==> src/rtl/rxcg_pkg.sv <==
package rxcg_pkg;
  localparam int CG_W  = 5;
  localparam int NIB_W = 4;

  localparam logic [CG_W-1:0] CG_IDLE = 5'b11111;
  localparam logic [CG_W-1:0] CG_J    = 5'b11000;
  localparam logic [CG_W-1:0] CG_K    = 5'b10001;
  localparam logic [CG_W-1:0] CG_T    = 5'b01101;
  localparam logic [CG_W-1:0] CG_R    = 5'b00111;

  localparam logic [NIB_W-1:0] NIB_SOF = 4'b0101;
  localparam logic [NIB_W-1:0] NIB_ERR = 4'b1110;

  typedef enum logic [2:0] {ST_IDLE, ST_K, ST_FRAME, ST_R, ST_BAD} rx_state_e;

  typedef struct packed {
    logic             is_data;
    logic             is_idle;
    logic             is_j;
    logic             is_k;
    logic             is_t;
    logic             is_r;
    logic [NIB_W-1:0] nib;
  } cg_info_t;
endpackage

==> src/rtl/rxcg_lookup.sv <==
module rxcg_lookup
  import rxcg_pkg::*;
(
  input  logic [CG_W-1:0] cg_i,
  output cg_info_t        info_o
);
  always_comb begin
    info_o         = '0;
    info_o.is_idle = (cg_i == CG_IDLE);
    info_o.is_j    = (cg_i == CG_J);
    info_o.is_k    = (cg_i == CG_K);
    info_o.is_t    = (cg_i == CG_T);
    info_o.is_r    = (cg_i == CG_R);
    info_o.is_data = 1'b1;
    case (cg_i)
      5'b11110: info_o.nib = 4'h0;
      5'b01001: info_o.nib = 4'h1;
      5'b10100: info_o.nib = 4'h2;
      5'b10101: info_o.nib = 4'h3;
      5'b01010: info_o.nib = 4'h4;
      5'b01011: info_o.nib = 4'h5;
      5'b01110: info_o.nib = 4'h6;
      5'b01111: info_o.nib = 4'h7;
      5'b10010: info_o.nib = 4'h8;
      5'b10011: info_o.nib = 4'h9;
      5'b10110: info_o.nib = 4'hA;
      5'b10111: info_o.nib = 4'hB;
      5'b11010: info_o.nib = 4'hC;
      5'b11011: info_o.nib = 4'hD;
      5'b11100: info_o.nib = 4'hE;
      5'b11101: info_o.nib = 4'hF;
      default: begin
        info_o.is_data = 1'b0;
        info_o.nib     = '0;
      end
    endcase
  end
endmodule

==> src/rtl/rxcg_fsm.sv <==
module rxcg_fsm
  import rxcg_pkg::*;
#(
  parameter int QUIET_MIN = 2
) (
  input  logic             clk_i,
  input  logic             rst_ni,
  input  logic             bypass_i,
  input  cg_info_t         cur_i,
  input  cg_info_t         nxt_i,
  output logic [NIB_W-1:0] nib_o,
  output logic             dv_o,
  output logic             er_o
);
  localparam int QW = $clog2(QUIET_MIN + 1);

  rx_state_e      st_q, st_d;
  logic [QW-1:0]  q_q, q_d;

  always_comb begin
    st_d  = st_q;
    q_d   = q_q;
    dv_o  = 1'b0;
    er_o  = 1'b0;
    nib_o = '0;
    if (bypass_i) begin
      st_d = ST_IDLE;
      q_d  = '0;
    end else begin
      case (st_q)
        ST_IDLE: begin
          if (cur_i.is_idle) begin
            st_d = ST_IDLE;
          end else if (cur_i.is_j && nxt_i.is_k) begin
            dv_o  = 1'b1;
            nib_o = NIB_SOF;
            st_d  = ST_K;
          end else begin
            er_o  = 1'b1;
            nib_o = NIB_ERR;
            st_d  = ST_BAD;
            q_d   = '0;
          end
        end
        ST_K: begin
          dv_o  = 1'b1;
          nib_o = NIB_SOF;
          st_d  = ST_FRAME;
        end
        ST_FRAME: begin
          if (cur_i.is_t && nxt_i.is_r) begin
            st_d = ST_R;
          end else if (cur_i.is_idle) begin
            // early end of stream
            er_o  = 1'b1;
            nib_o = NIB_ERR;
            st_d  = ST_IDLE;
          end else if (cur_i.is_data) begin
            dv_o  = 1'b1;
            nib_o = cur_i.nib;
          end else begin
            dv_o  = 1'b1;
            er_o  = 1'b1;
            nib_o = NIB_ERR;
          end
        end
        ST_R: st_d = ST_IDLE;
        ST_BAD: begin
          if (cur_i.is_idle && (int'(q_q) + 1 >= QUIET_MIN)) begin
            st_d = ST_IDLE;
            q_d  = '0;
          end else begin
            er_o  = 1'b1;
            nib_o = NIB_ERR;
            q_d   = cur_i.is_idle ? q_q + 1'b1 : '0;
          end
        end
        default: st_d = ST_IDLE;
      endcase
    end
  end

  always_ff @(posedge clk_i or negedge rst_ni) begin
    if (!rst_ni) begin
      st_q <= ST_IDLE;
      q_q  <= '0;
    end else begin
      st_q <= st_d;
      q_q  <= q_d;
    end
  end

  AST_QUIET_RANGE: assert property (@(posedge clk_i) disable iff (!rst_ni)
    (st_q == ST_BAD) |-> (int'(q_q) < QUIET_MIN));
endmodule

==> src/rtl/rxcg_decoder.sv <==
module rxcg_decoder
  import rxcg_pkg::*;
#(
  parameter int QUIET_MIN = 2
) (
  input  logic            clk_i,
  input  logic            rst_ni,
  input  logic [CG_W-1:0] cg_i,
  input  logic            bypass_i,
  output logic [CG_W-1:0] dat_o,
  output logic            dv_o,
  output logic            er_o
);
  logic [CG_W-1:0]  hold_q;
  cg_info_t         cur_info, nxt_info;
  logic [NIB_W-1:0] nib_d;
  logic             dv_d, er_d;

  // lookahead: decide on hold_q while seeing cg_i
  always_ff @(posedge clk_i or negedge rst_ni) begin
    if (!rst_ni) hold_q <= CG_IDLE;
    else         hold_q <= cg_i;
  end

  rxcg_lookup u_cur (.cg_i(hold_q), .info_o(cur_info));
  rxcg_lookup u_nxt (.cg_i(cg_i),   .info_o(nxt_info));

  rxcg_fsm #(.QUIET_MIN(QUIET_MIN)) u_fsm (
    .clk_i    (clk_i),
    .rst_ni   (rst_ni),
    .bypass_i (bypass_i),
    .cur_i    (cur_info),
    .nxt_i    (nxt_info),
    .nib_o    (nib_d),
    .dv_o     (dv_d),
    .er_o     (er_d)
  );

  always_ff @(posedge clk_i or negedge rst_ni) begin
    if (!rst_ni) begin
      dat_o <= '0;
      dv_o  <= 1'b0;
      er_o  <= 1'b0;
    end else if (bypass_i) begin
      dat_o <= hold_q;
      dv_o  <= 1'b0;
      er_o  <= 1'b0;
    end else begin
      dat_o <= {{(CG_W-NIB_W){1'b0}}, nib_d};
      dv_o  <= dv_d;
      er_o  <= er_d;
    end
  end

  AST_ER_NIBBLE: assert property (@(posedge clk_i) disable iff (!rst_ni)
    er_o |-> (dat_o == {1'b0, NIB_ERR}));
  AST_SOF_NIBBLE: assert property (@(posedge clk_i) disable iff (!rst_ni)
    $rose(dv_o) |-> (dat_o == {1'b0, NIB_SOF}));
  AST_BYPASS_QUIET: assert property (@(posedge clk_i) disable iff (!rst_ni)
    $past(bypass_i) |-> (!dv_o && !er_o));
  AST_NIB_MSB: assert property (@(posedge clk_i) disable iff (!rst_ni)
    !$past(bypass_i) |-> !dat_o[CG_W-1]);
endmodule

==> config.mk <==
export PLATFORM = sky130hd
export DESIGN_NAME = rxcg_decoder
export DESIGN_NICKNAME = d
export VERILOG_FILES = /design/src/rtl/rxcg_pkg.sv /design/src/rtl/rxcg_lookup.sv /design/src/rtl/rxcg_fsm.sv /design/src/rtl/rxcg_decoder.sv
export SDC_FILE = /design/constraint.sdc
export NUM_CORES = 1
export LEC_CHECK = 0
export BUFFER_PORTS_ARGS = -buffer_cell sky130_fd_sc_hd__buf_4
export CORE_MARGIN = 1
export CORE_UTILIZATION = 58
export CTS_CLUSTER_DIAMETER = 200
export DETAILED_ROUTE_END_ITERATION = 16
export GPL_TIMING_DRIVEN = 0
export PLACE_DENSITY = 0.84
export SLEW_MARGIN = 30
export SYNTH_ARGS = -nofsm -noshare
export SYNTH_HDL_FRONTEND = slang
export SYNTH_SLANG_ARGS = --single-unit
==> constraint.sdc <==
create_clock -name clk_i -period 2.52 [get_ports clk_i]
set_input_delay 0.378 -clock clk_i [delete_from_list [all_inputs] [get_ports clk_i]]
set_output_delay 0.378 -clock clk_i [all_outputs]
set_load 0.01 [all_outputs]
After elaboration in Yosys (flattened, before gate mapping). Index checks and enable logic that the tools add are counted.

Add/subtract/negate cells: 2. $lt $le $gt $ge: 1. Equality and inequality tests: 28. Multiplexer cells: 37. Reductions and logical operators: 8.

Operators with widths (count): == test 5 bit, second input constant (14); one-hot mux 4 bit (15 select lines) (1); greater-or-equal comparator 32 x 3 -> 1 bit, second input constant (1); == test 5 x 4 -> 1 bit, second input constant (6); 2-to-1 mux 4 bit (6); 2-to-1 mux 3 bit (6); one-hot mux 4 bit (4 select lines) (1); OR reduction 16 bit (1); 2-to-1 mux 1 bit (13); one-hot mux 3 bit (4 select lines) (1); 2-to-1 mux 2 bit (5); inequality test 3 bit, second input constant (2); one-hot mux 1 bit (3 select lines) (2); == test 5 x 3 -> 1 bit, second input constant (1); 2-to-1 mux 5 bit (1); inequality test 4 x 2 -> 1 bit, second input constant (1); one-hot mux 2 bit (2 select lines) (1); adder 2 x 1 -> 3 bit, second input constant (1); == test 3 x 1 -> 1 bit, second input constant (1); == test 3 x 2 -> 1 bit, second input constant (1); == test 3 bit, second input constant (1); logical AND 1 bit (3); logical NOT 3 bit (1); inequality test 3 x 2 -> 1 bit, second input constant (1); other kinds (4) (4).

Bits in registers: 17. Bits of input ports: 8. Output and inout bits: 7. Logic and storage cells: 82.

Depth between registers and ports, before layout. Gate-level depths: netlist of the first run.

Word-level depth: 8. Depth in mapped cells: 6. Depth with buffers taken out: 6.

Hierarchy. A second synthesis of the first run with hierarchy kept.

Cells, all modules: 138. Area total of the unflattened synthesis: 1217.4 um^2.

Modules (own cells, without submodules): rxcg_fsm (instances 1, cells an instance 59, area an instance 498.0 um^2, seq. area each 125.1 um^2); rxcg_decoder (instances 1, cells an instance 19, area an instance 376.6 um^2, seq. area each 306.5 um^2); rxcg_lookup (instances 2, cells an instance 30, area an instance 171.4 um^2, seq. area each 0.0 um^2).

Worst setup path before layout of the first run. No wires, ideal clock.

Path type: reg-to-reg. Start: register hold_q[0]. End: register dat_o[2]. Data arrival time: 1.584 ns. Slack: 0.813 ns. Cell stages (with the launch flop): 5. Path buffers: 0. Path through: dfstp_2 or3b_1 o31a_1 nor3b_1 o31a_1.

Cells in the longest elaborated chain, start to end: 8.

RTL lines: from (decl) (line rxcg_decoder.sv:14) `logic [CG_W-1:0] hold_q;`; from (signal assigned) (line rxcg_decoder.sv:22) `else hold_q <= cg_i;`; == test 5 bit or == test 5 x 4 -> 1 bit (tied branches) (line rxcg_lookup.sv:15) `case (cg_i)`; OR reduction 16 bit (no line); 2-to-1 mux 1 bit (line rxcg_lookup.sv:15); 2-to-1 mux 4 bit (line rxcg_fsm.sv:58) `end else if (cur_i.is_data) begin`; 2-to-1 mux 4 bit (line rxcg_fsm.sv:53) `end else if (cur_i.is_idle) begin`; 2-to-1 mux 4 bit (line rxcg_fsm.sv:51) `if (cur_i.is_t && nxt_i.is_r) begin`; one-hot mux 4 bit (4 select lines) * (line rxcg_fsm.sv:30) `case (st_q)`; 2-to-1 mux 5 bit * (line rxcg_decoder.sv:44) `end else if (bypass_i) begin`; to (signal assigned) (line rxcg_decoder.sv:45) `dat_o <= hold_q;`; to (signal assigned) (line rxcg_decoder.sv:49) `dat_o <= {{(CG_W-NIB_W){1'b0}}, nib_d};`; to (decl) (line rxcg_decoder.sv:10) `output logic [CG_W-1:0] dat_o,`.

Mark *: on every way between the ends. The rest lies on a longest branch, timed or not. A chain may end at the register's enable or synchronous reset.

Worst setup path after layout of the first run.
Start: register hold_q[3]. End: register dv_o.

Cells in the longest elaborated chain, start to end: 6.

RTL lines: == test 5 bit (line rxcg_lookup.sv:10) `info_o.is_j = (cg_i == CG_J);`; logical AND 1 bit (line rxcg_fsm.sv:34) `end else if (cur_i.is_j && nxt_i.is_k) begin`; 2-to-1 mux 1 bit (line rxcg_fsm.sv:34); 2-to-1 mux 1 bit (line rxcg_fsm.sv:32) `if (cur_i.is_idle) begin`; one-hot mux 1 bit (3 select lines) * (line rxcg_fsm.sv:30); 2-to-1 mux 1 bit * (line rxcg_decoder.sv:44); to (signal assigned) (line rxcg_decoder.sv:50) `dv_o <= dv_d;`; to (decl) (line rxcg_decoder.sv:11) `output logic dv_o,`.

Marked as above.

==> results of run 1 <==
cells by family (layout without fill, tap and decap cells):
logic type	count (synthesis)	count (layout)	share of synthesized area
AOI/OAI and AO/OA	31	31	0.211
adders and majority gates	1	1	0.0129
buffers and inverters	9	28	0.0361
DFF	17	17	0.445
muxes	2	2	0.0232
and+or+nand+nor	42	42	0.272
cells in the mapped netlist (3+ instances only):
cell and instances:
a21oi_1 9, clkbuf_1 5, dfrtp_1 12, dfstp_2 5
nand2b_1 4, nand3b_1 3, nor2_1 8, nor3_1 4
o211ai_1 5, o21ai_0 5, o21bai_1 3
power by group through the flow:
| stage | sequential (mW) | combinational [mW] | clock [mW] |
|---|---|---|---|
| after floorplan | 0.309 | 0.0516 | 0 |
| after global placement | 0.308 | 0.0855 | 0 |
| after detailed placement | 0.308 | 0.0897 | 0 |
| after CTS | 0.303 | 0.0910 | 0.146 |
| after global routing | 0.306 | 0.103 | 0.159 |
| final | 0.303 | 0.0914 | 0.141 |
metal layers:
metal	global-route usage	wire (um)
met5	0	0
met2	0.403	1040
met3	0.0383	59
met4	0.0938	20
met1	0.357	933
registers in the layout, indices dropped and copies added, names as in the netlist:
register,cells
hold_q,5
dat_o,5
u_fsm.st_q,3
dv_o,1
u_fsm.q_q,2
er_o,1
critical path, stage by stage (launching register included):
cell and delay (ns):
dfstp_2 0.55, clkbuf_1 0.32, nand4b_1 0.19, nor3_2 0.27
o21ai_0 0.16, a221oi_1 0.28
cell type report:
cell class / instances / area (um^2) / area share
Tap cell: 16 / 20.0 / 0.0177
Timing Repair Buffer: 15 / 115 / 0.102
Clock inverter: 1 / 5.00 / 0.00442
Clock buffer: 3 / 22.5 / 0.0199
Sequential cell: 17 / 432 / 0.381
Multi-Input combinational cell: 76 / 504 / 0.445
Inverter: 3 / 11.3 / 0.00993
Buffer: 6 / 23.8 / 0.0210
per-stage QoR:
stage / instance area, um^2 / utilization / setup slack [ns]
finish: 1130 / 0.735 / 0.635
global route: 1130 / 0.735 / 0.463
CTS: 1130 / 0.735 / 0.637
detailed placement: 1100 / 0.711 / 0.657
global placement: 1100 / 0.711 / 0.704
floorplan: 971 / - / 0.813
layout by cell type, fill, tap and decap left out, types with 2 or more instances in the layout:
| master | n |
|---|---|
| a21oi_1 | 9 |
| a221oi_1 | 2 |
| a32oi_1 | 2 |
| and3_1 | 2 |
| buf_4 | 14 |
| clkbuf_1 | 5 |
| clkbuf_4 | 3 |
| dfrtp_1 | 12 |
| dfstp_2 | 5 |
| inv_1 | 2 |
| mux2_2 | 2 |
| nand2_1 | 2 |
| nand2b_1 | 4 |
| nand3b_1 | 3 |
| nand4_1 | 2 |
| nand4b_1 | 2 |
| nor2_1 | 8 |
| nor3_1 | 4 |
| nor3b_1 | 2 |
| nor4_1 | 2 |
| o211ai_1 | 5 |
| o21ai_0 | 5 |
| o21bai_1 | 3 |
| o31a_1 | 2 |
| or3b_2 | 2 |
path summary, 6_finish.rpt:
path                                endpoint  slack [ns]  depth (start not counted)
worst max-delay path                    dv_o        0.64                          5
worst min-delay path               hold_q[0]        0.20                          1
worst max register to register          dv_o        0.64                          5
worst min register to register  u_fsm.q_q[0]        0.50                          1
max in group asynchronous          hold_q[2]        1.79                          2
min in group asynchronous       u_fsm.q_q[1]        0.47                          2
==> results_dict.tcl, run 1 <==
set metrics [dict create \
    die_x_um 42.9 \
    via_per_inst 6.21 \
    crit_path_start_kind "flip-flop" \
    drive_gt1_frac 0.256 \
    drt_iter0_drc 18 \
    ys.flop_type "dfrtp_1" \
    hold_buffers 1 \
    cap_viol_max_count 0 \
    layout.nets 131 \
    vias 851 \
    slew_viol_final 0 \
    synthesis.area_um2 971 \
    total_switching_power_mw 0.143 \
    hold_start "cg_i[0]" \
    routabilityCongestion 0.898 \
    setup-tns-final_ns 0 \
    worst_slew_pin_slew_ns 0.511 \
    die_h_um 42.9 \
    fp-row-count 14 \
    fin_crit_sh 0.748 \
    synth_area_leaders "dfrtp_1 (31%), dfstp_2 (14%), a21oi_1 (4.6%)" \
    synth_edf_count 0 \
    grt_pass1_vias 768 \
    first_pass_iters 4 \
    yosysSeqAreaShare 0.445 \
    io-pin-count 15 \
    setup_viol 0 \
    core_um2 1540 \
    synth_seq_cells 17 \
    status "finished clean" \
    finalNonFillerCells 137 \
    antenna_found_initial 0 \
    syn_avg_cell_area_um2 9.52 \
    synth_cell_types 38 \
    fin_skew_ns 0.00764 \
    hpwl_um 1520 \
    min_path_type "input port to flip-flop" \
    cts.sink_count 17 \
    yosys.area.top_type "dfrtp_1" \
    routed_wl_um 2050 \
    synth_cells 102 \
    start_util 0.630 \
    cts_root_buf "clkbuf_4" \
    diodes 0 \
    p_sw_frac 0.267 \
    required_ns 2.70 \
    slew_headroom 0.659 \
    drc 0 \
    cts_buffers 3 \
    clkPwrFrac 0.263 \
    reg2reg_from "hold_q[3]" \
    clk_pin_slew_ns 0.09 \
    detail-route-antenna-nets 0 \
    hold_ws_ns 0.201 \
    yosysWarnings 0 \
    cts_tree "yes" \
    post-cts-setup-buffers 0 \
    cp.arrival_ns 2.06 \
    combPwrFrac 0.171 \
    peakVddDrop_mv 0.420 \
    startpoint "hold_q[3]" \
    nFillCells 131 \
    worst-setup-path-type "flip-flop to flip-flop" \
    grt_max_degree 18 \
    syn_nets 111 \
    path_max_fanout 10 \
    drt-wirelength-per-cell_um 15.0 \
    p_leak_nw 0.448 \
    die_area_um2 1840 \
    fmaxAchievable_mhz 531 \
    grt_pass1_wl_um 3520 \
    finalHoldViolCount 0 \
    numPortBuffers 14 \
    postCtsResizedCells 0 \
    power_density_nw_per_um2 473 \
    synthToLayoutAreaGrowth_pct 16.8 \
    fin_crit_ns 1.88 \
    total_power_mw 0.536 \
    synth_top_area_frac 0.309 \
    async_flop_share 1.00 \
    htree_levels 1 \
    p_int_mw 0.393 \
    overflow 0 \
    cp-end-kind "flip-flop" \
    clk_latency_ns 0.29 \
    p_seq_frac 0.566 \
    rsz0062_at_grt "no" \
    dp.cells 132 \
    track_usage 0.256 \
    clockBufferDepth 2 \
]
(Power assumes the default switching activity.)
==> run 2, diff against run 1 <==
- CORE_UTILIZATION: 58 -> 49
- PLACE_DENSITY: 0.84 -> 0.76
- clock period: 2.52 -> 1.7 ns (I/O delays scaled with it)
==> run 2 against run 1 <==
The flow now finishes with violations (setup timing). Final area grew 12%. Clock power grew 45%. Core utilization shrank 2.3 points. Non-clock buffer count grew 8. Combinational power grew 73%. Critical path depth shrank 1. First-iteration DRC count grew 39%. Power grew 52%. Clock skew shrank 0.0059 ns. Largest power group unchanged.
==> results_dict.tcl, run 2 (synthesis results as in run 1) <==
set metrics [dict create \
    status "finished, violations left" \
    violations "setup timing" \
    slew_viol_final 0 \
    final_util 0.712 \
    drc 0 \
    crit_path_start_kind "flip-flop" \
    setup_ws_ns -0.00625 \
    cts.sink_count 17 \
    cts_root_buf "clkbuf_4" \
    hold_ws_ns 0.0766 \
    fin_crit_sh 1.00 \
    total_power_mw 0.815 \
    rsz0062_at_grt "yes" \
    peakVddDrop_mv 0.578 \
    place_area_um2 1110 \
    die_x_um 46.5 \
    setup_viol 1 \
    diodes 0 \
    core_um2 1780 \
    hpwl_um 1450 \
    grt_pass1_wl_um 3500 \
    required_ns 1.87 \
    clk_pin_slew_ns 0.09 \
    synthToLayoutAreaGrowth_pct 30.8 \
    drive_gt1_frac 0.388 \
    worst-setup-path-type "flip-flop to flip-flop" \
    layout_commonest_cell "buf_4" \
    track_usage 0.230 \
    register_area_um2 432 \
    fin_skew_ns 0.00177 \
    reg_top3 "dat_o x5, hold_q x5, u_fsm.st_q x3" \
    vias 912 \
    slew_headroom 0.732 \
    finalNonFillerCells 154 \
    drt_iter0_drc 25 \
    slowest_stage "dfstp_2" \
    setup-tns-final_ns -0.00625 \
    max_stage_delay_ns 0.54 \
    grt_max_degree 18 \
    worst_slew_pin_slew_ns 0.402 \
    min_path_type "input port to flip-flop" \
    routabilityCongestion 0.803 \
    via_per_inst 5.92 \
    cts_tree "yes" \
    finalHoldViolCount 0 \
    multi_input_area_um2 557 \
    routed_wl_um 2240 \
    clockBufferDepth 2 \
    path_delay_family "flip-flops" \
    cap_viol_max_count 0 \
    numPortBuffers 14 \
    io-pin-count 15 \
    clk_latency_ns 0.28 \
    p_leak_nw 0.517 \
    first_pass_iters 4 \
    drt-wirelength-per-cell_um 14.6 \
    stdcell_area_um2 1270 \
    cp.arrival_ns 1.88 \
    die_h_um 46.5 \
    fmaxAchievable_mhz 586 \
    die_area_um2 2160 \
    crit_top_cell "o31a_1" \
    cts_buffers 3 \
    overflow 0 \
    nFillCells 134 \
    fp-row-count 15 \
    cp-end-kind "flip-flop" \
    start_util 0.545 \
    power_density_nw_per_um2 642 \
    grt_pass1_vias 798 \
    crit_chain "or3b_4 > o31a_1 > nor3b_1 > o31a_1" \
    htree_levels 1 \
    layout.nets 139 \
    path_max_fanout 3 \
    detail-route-antenna-nets 0 \
    antenna_found_initial 0 \
    fin_crit_ns 1.71 \
    dp.cells 141 \
    final_cell_mix "buf_4 (22), dfrtp_1 (12), a21oi_1 (9), nor2_1 (6)" \
    place_ws_ns -0.172 \
    path_buf_inv 0 \
]
run 2: repair_timing:
action | 4_1_cts | 5_1_grt
buffers inserted | 2 | 6
pin swaps | 4 | 4
resized for setup | 2 | 22
endpoints found under the setup margin | 9 | 9
hold buffers | 1 | 0
endpoints found under the hold margin | 12 | 0
run 2: routing by layer:
layer	global-route usage	vias up	wire length [um]
met3	0.0667	2	170
met5	0	-	0
met2	0.386	41	1120
met4	0.0647	0	13
met1	0.282	428	935
li1	-	441	-
run 2: cell type report:
| type | count | area share |
|---|---|---|
| well taps | 25 | 0.0246 |
| plain buffers | 6 | 0.0266 |
| multi-input cells | 76 | 0.438 |
| repair buffers | 23 | 0.138 |
| clock buffers | 4 | 0.0207 |
| inverters | 3 | 0.0118 |
| flip-flops and latches | 17 | 0.340 |
run 2: path summary, 6_finish.rpt:
| kind | startpoint | endpoint | slack (ns) | depth (start not counted) |
|---|---|---|---|---|
| min | cg_i[0] | hold_q[0] | 0.08 | 1 |
| max | hold_q[0] | dat_o[2] | -0.006 | 4 |
| max in group asynchronous | rst_ni | hold_q[4] | 1.08 | 2 |
| max reg2reg | hold_q[0] | dat_o[2] | -0.006 | 4 |
| min reg2reg | u_fsm.q_q[0] | u_fsm.q_q[0] | 0.53 | 1 |
| min in group asynchronous | rst_ni | u_fsm.st_q[2] | 0.38 | 2 |
run 2: report_power, final:
part           total, mW  switching, mW  internal (mW)
Clock              0.205          0.114         0.0911
Sequential         0.452         0.0209          0.431
Combinational      0.158         0.0811         0.0771
Total              0.815          0.216          0.599
run 2: worst reg2reg max path: cells and delay by family, from the launching register on:
family | cells | cell delay [ns]
compound gates | 2 | 0.53
flops | 1 | 0.54
simple gates | 2 | 0.53
==> run 3, diff against run 2 <==
- GPL_TIMING_DRIVEN: 0 -> unset
==> run 3 against run 2 <==
The run still ends with setup timing left. Critical path depth did not move. First-iteration DRC count down 12%. Non-clock buffer count down 1. Power increased by 1.0%. Final area fell by 1.9%. Clock power grew 8%. Worst hold slack got worse by 0.014 ns. Worst setup slack better by 0.0047 ns. Largest power group unchanged.
==> results_dict.tcl, run 3 (synthesis results as in run 1) <==
set metrics [dict create \
    diodes 0 \
    nFillCells 138 \
    setup_ws_ns -0.00152 \
    overflow 0 \
    first_pass_iters 4 \
    total_switching_power_mw 0.228 \
    detail-route-antenna-nets 0 \
    violations "setup timing" \
    final_util 0.699 \
    final_cell_mix "buf_4 (27), dfrtp_1 (12), a21oi_1 (9), nor2_1 (8)" \
    fmaxAchievable_mhz 588 \
    fin_crit_ns 1.70 \
    cts.sink_count 17 \
    clockBufferDepth 2 \
    die_h_um 46.5 \
    fp-row-count 15 \
    p_int_mw 0.595 \
    cts_buffers 3 \
    cp-end-kind "flip-flop" \
    finalHoldViolCount 0 \
    numPortBuffers 14 \
    cap_viol_max_count 0 \
    hpwl_um 1510 \
    worst_slew_pin_slew_ns 0.342 \
    die_x_um 46.5 \
    slew_headroom 0.772 \
    via_per_inst 5.87 \
    htree_levels 1 \
    crit_path_start_kind "flip-flop" \
    track_usage 0.221 \
    cp.arrival_ns 1.90 \
    core_um2 1780 \
    combPwrFrac 0.182 \
    min_path_type "input port to flip-flop" \
    clk_pin_slew_ns 0.10 \
    start_util 0.545 \
    status "finished, violations left" \
    crit_top_cell "o31a_1" \
    drive_gt1_frac 0.367 \
    finalNonFillerCells 153 \
    drt-wirelength-per-cell_um 14.4 \
    dp.cells 146 \
    drc 0 \
    required_ns 1.89 \
    grt_max_degree 18 \
    synthToLayoutAreaGrowth_pct 28.4 \
    crit_chain "or3b_4 > o31a_1 > nor3b_1 > o31a_1" \
    clkPwrFrac 0.268 \
    grt_pass1_vias 818 \
    layout_commonest_cell "buf_4" \
    cts_root_buf "clkbuf_4" \
    register_area_um2 432 \
    rsz0062_at_grt "yes" \
    reg2reg_from "hold_q[0]" \
    antenna_found_initial 0 \
    grt_pass1_wl_um 3360 \
    reg_top3 "dat_o x5, hold_q x5, u_fsm.st_q x3" \
    fin_crit_sh 1.00 \
    p_seq_frac 0.550 \
    p_sw_frac 0.277 \
    vias 898 \
    path_buf_inv 0 \
    path_max_fanout 3 \
    fin_skew_ns 0.00638 \
    path_delay_family "flip-flops" \
    layout.nets 138 \
    peakVddDrop_mv 0.548 \
    startpoint "hold_q[0]" \
    io-pin-count 15 \
    cts_tree "yes" \
    multi_input_area_um2 533 \
    setup-tns-final_ns -0.00152 \
    worst-setup-path-type "flip-flop to flip-flop" \
    setup_viol 1 \
    drt_iter0_drc 22 \
    hold_start "cg_i[0]" \
    routabilityCongestion 0.801 \
    clk_latency_ns 0.30 \
    die_area_um2 2160 \
    max_stage_delay_ns 0.55 \
    power_density_nw_per_um2 660 \
    routed_wl_um 2200 \
    p_leak_nw 0.515 \
    slowest_stage "dfstp_2" \
    slew_viol_final 0 \
]
-- run 3: final cells by class --
class | count | share of cell area
Multi-Input combinational cell | 76 | 0.428
Sequential cell | 17 | 0.346
Timing Repair Buffer | 28 | 0.171
Tap cell | 25 | 0.0251
Clock buffer | 4 | 0.0211
Inverter | 3 | 0.00904
-- run 3: power by group through the flow --
stage	clock network, mW	registers [mW]	logic [mW]
6_report	0.221	0.452	0.150
2_1_floorplan	0	0.457	0.0765
5_1_grt	0.252	0.455	0.167
3_3_place_gp	0	0.456	0.135
4_1_cts	0.227	0.450	0.142
3_5_place_dp	0	0.457	0.140
-- run 3: path summary, 6_finish.rpt --
path,slack (ns),depth (start not counted),to
worst max-delay path,-0.002,4,dat_o[2]
worst min-delay path,0.06,1,hold_q[0]
worst max register to register,-0.002,4,dat_o[2]
worst min register to register,0.56,1,u_fsm.q_q[0]
max in group asynchronous,1.10,2,hold_q[4]
min in group asynchronous,0.34,2,u_fsm.q_q[0]
-- run 3: worst register-to-register path, stage by stage (launching register included) --
cell,delay (ns)
dfstp_2,0.55
or3b_4,0.38
o31a_1,0.26
nor3b_1,0.14
o31a_1,0.27
-- run 3: timing repair --
action                                 CTS  global route
endpoints found under the hold margin   12             0
resized for setup                        0             7
setup buffers                            0             2
setup endpoints to repair                0             9
hold buffers                             1             0
-- run 3: per-layer routing --
| metal | global-route usage | vias to the layer above | wire length (um) |
|---|---|---|---|
| li1 | - | 441 | - |
| met1 | 0.273 | 419 | 979 |
| met2 | 0.353 | 33 | 1090 |
| met3 | 0.0353 | 5 | 90 |
| met4 | 0.135 | 0 | 46 |
| met5 | 0 | - | 0 |
-- run 3: stage by stage --
step / hold WS, ns / cell area [um^2] / total power [mW] / setup slack, ns
after floorplan: -0.0406 / 971 / 0.534 / -0.00742
after global placement: 0.127 / 1170 / 0.591 / 0.0592
after detailed placement: 0.128 / 1170 / 0.597 / 0.0444
after CTS: 0.0591 / 1200 / 0.818 / 0.0238
after global routing: 0.0425 / 1250 / 0.875 / -0.0659
final: 0.0622 / 1250 / 0.823 / -0.00152
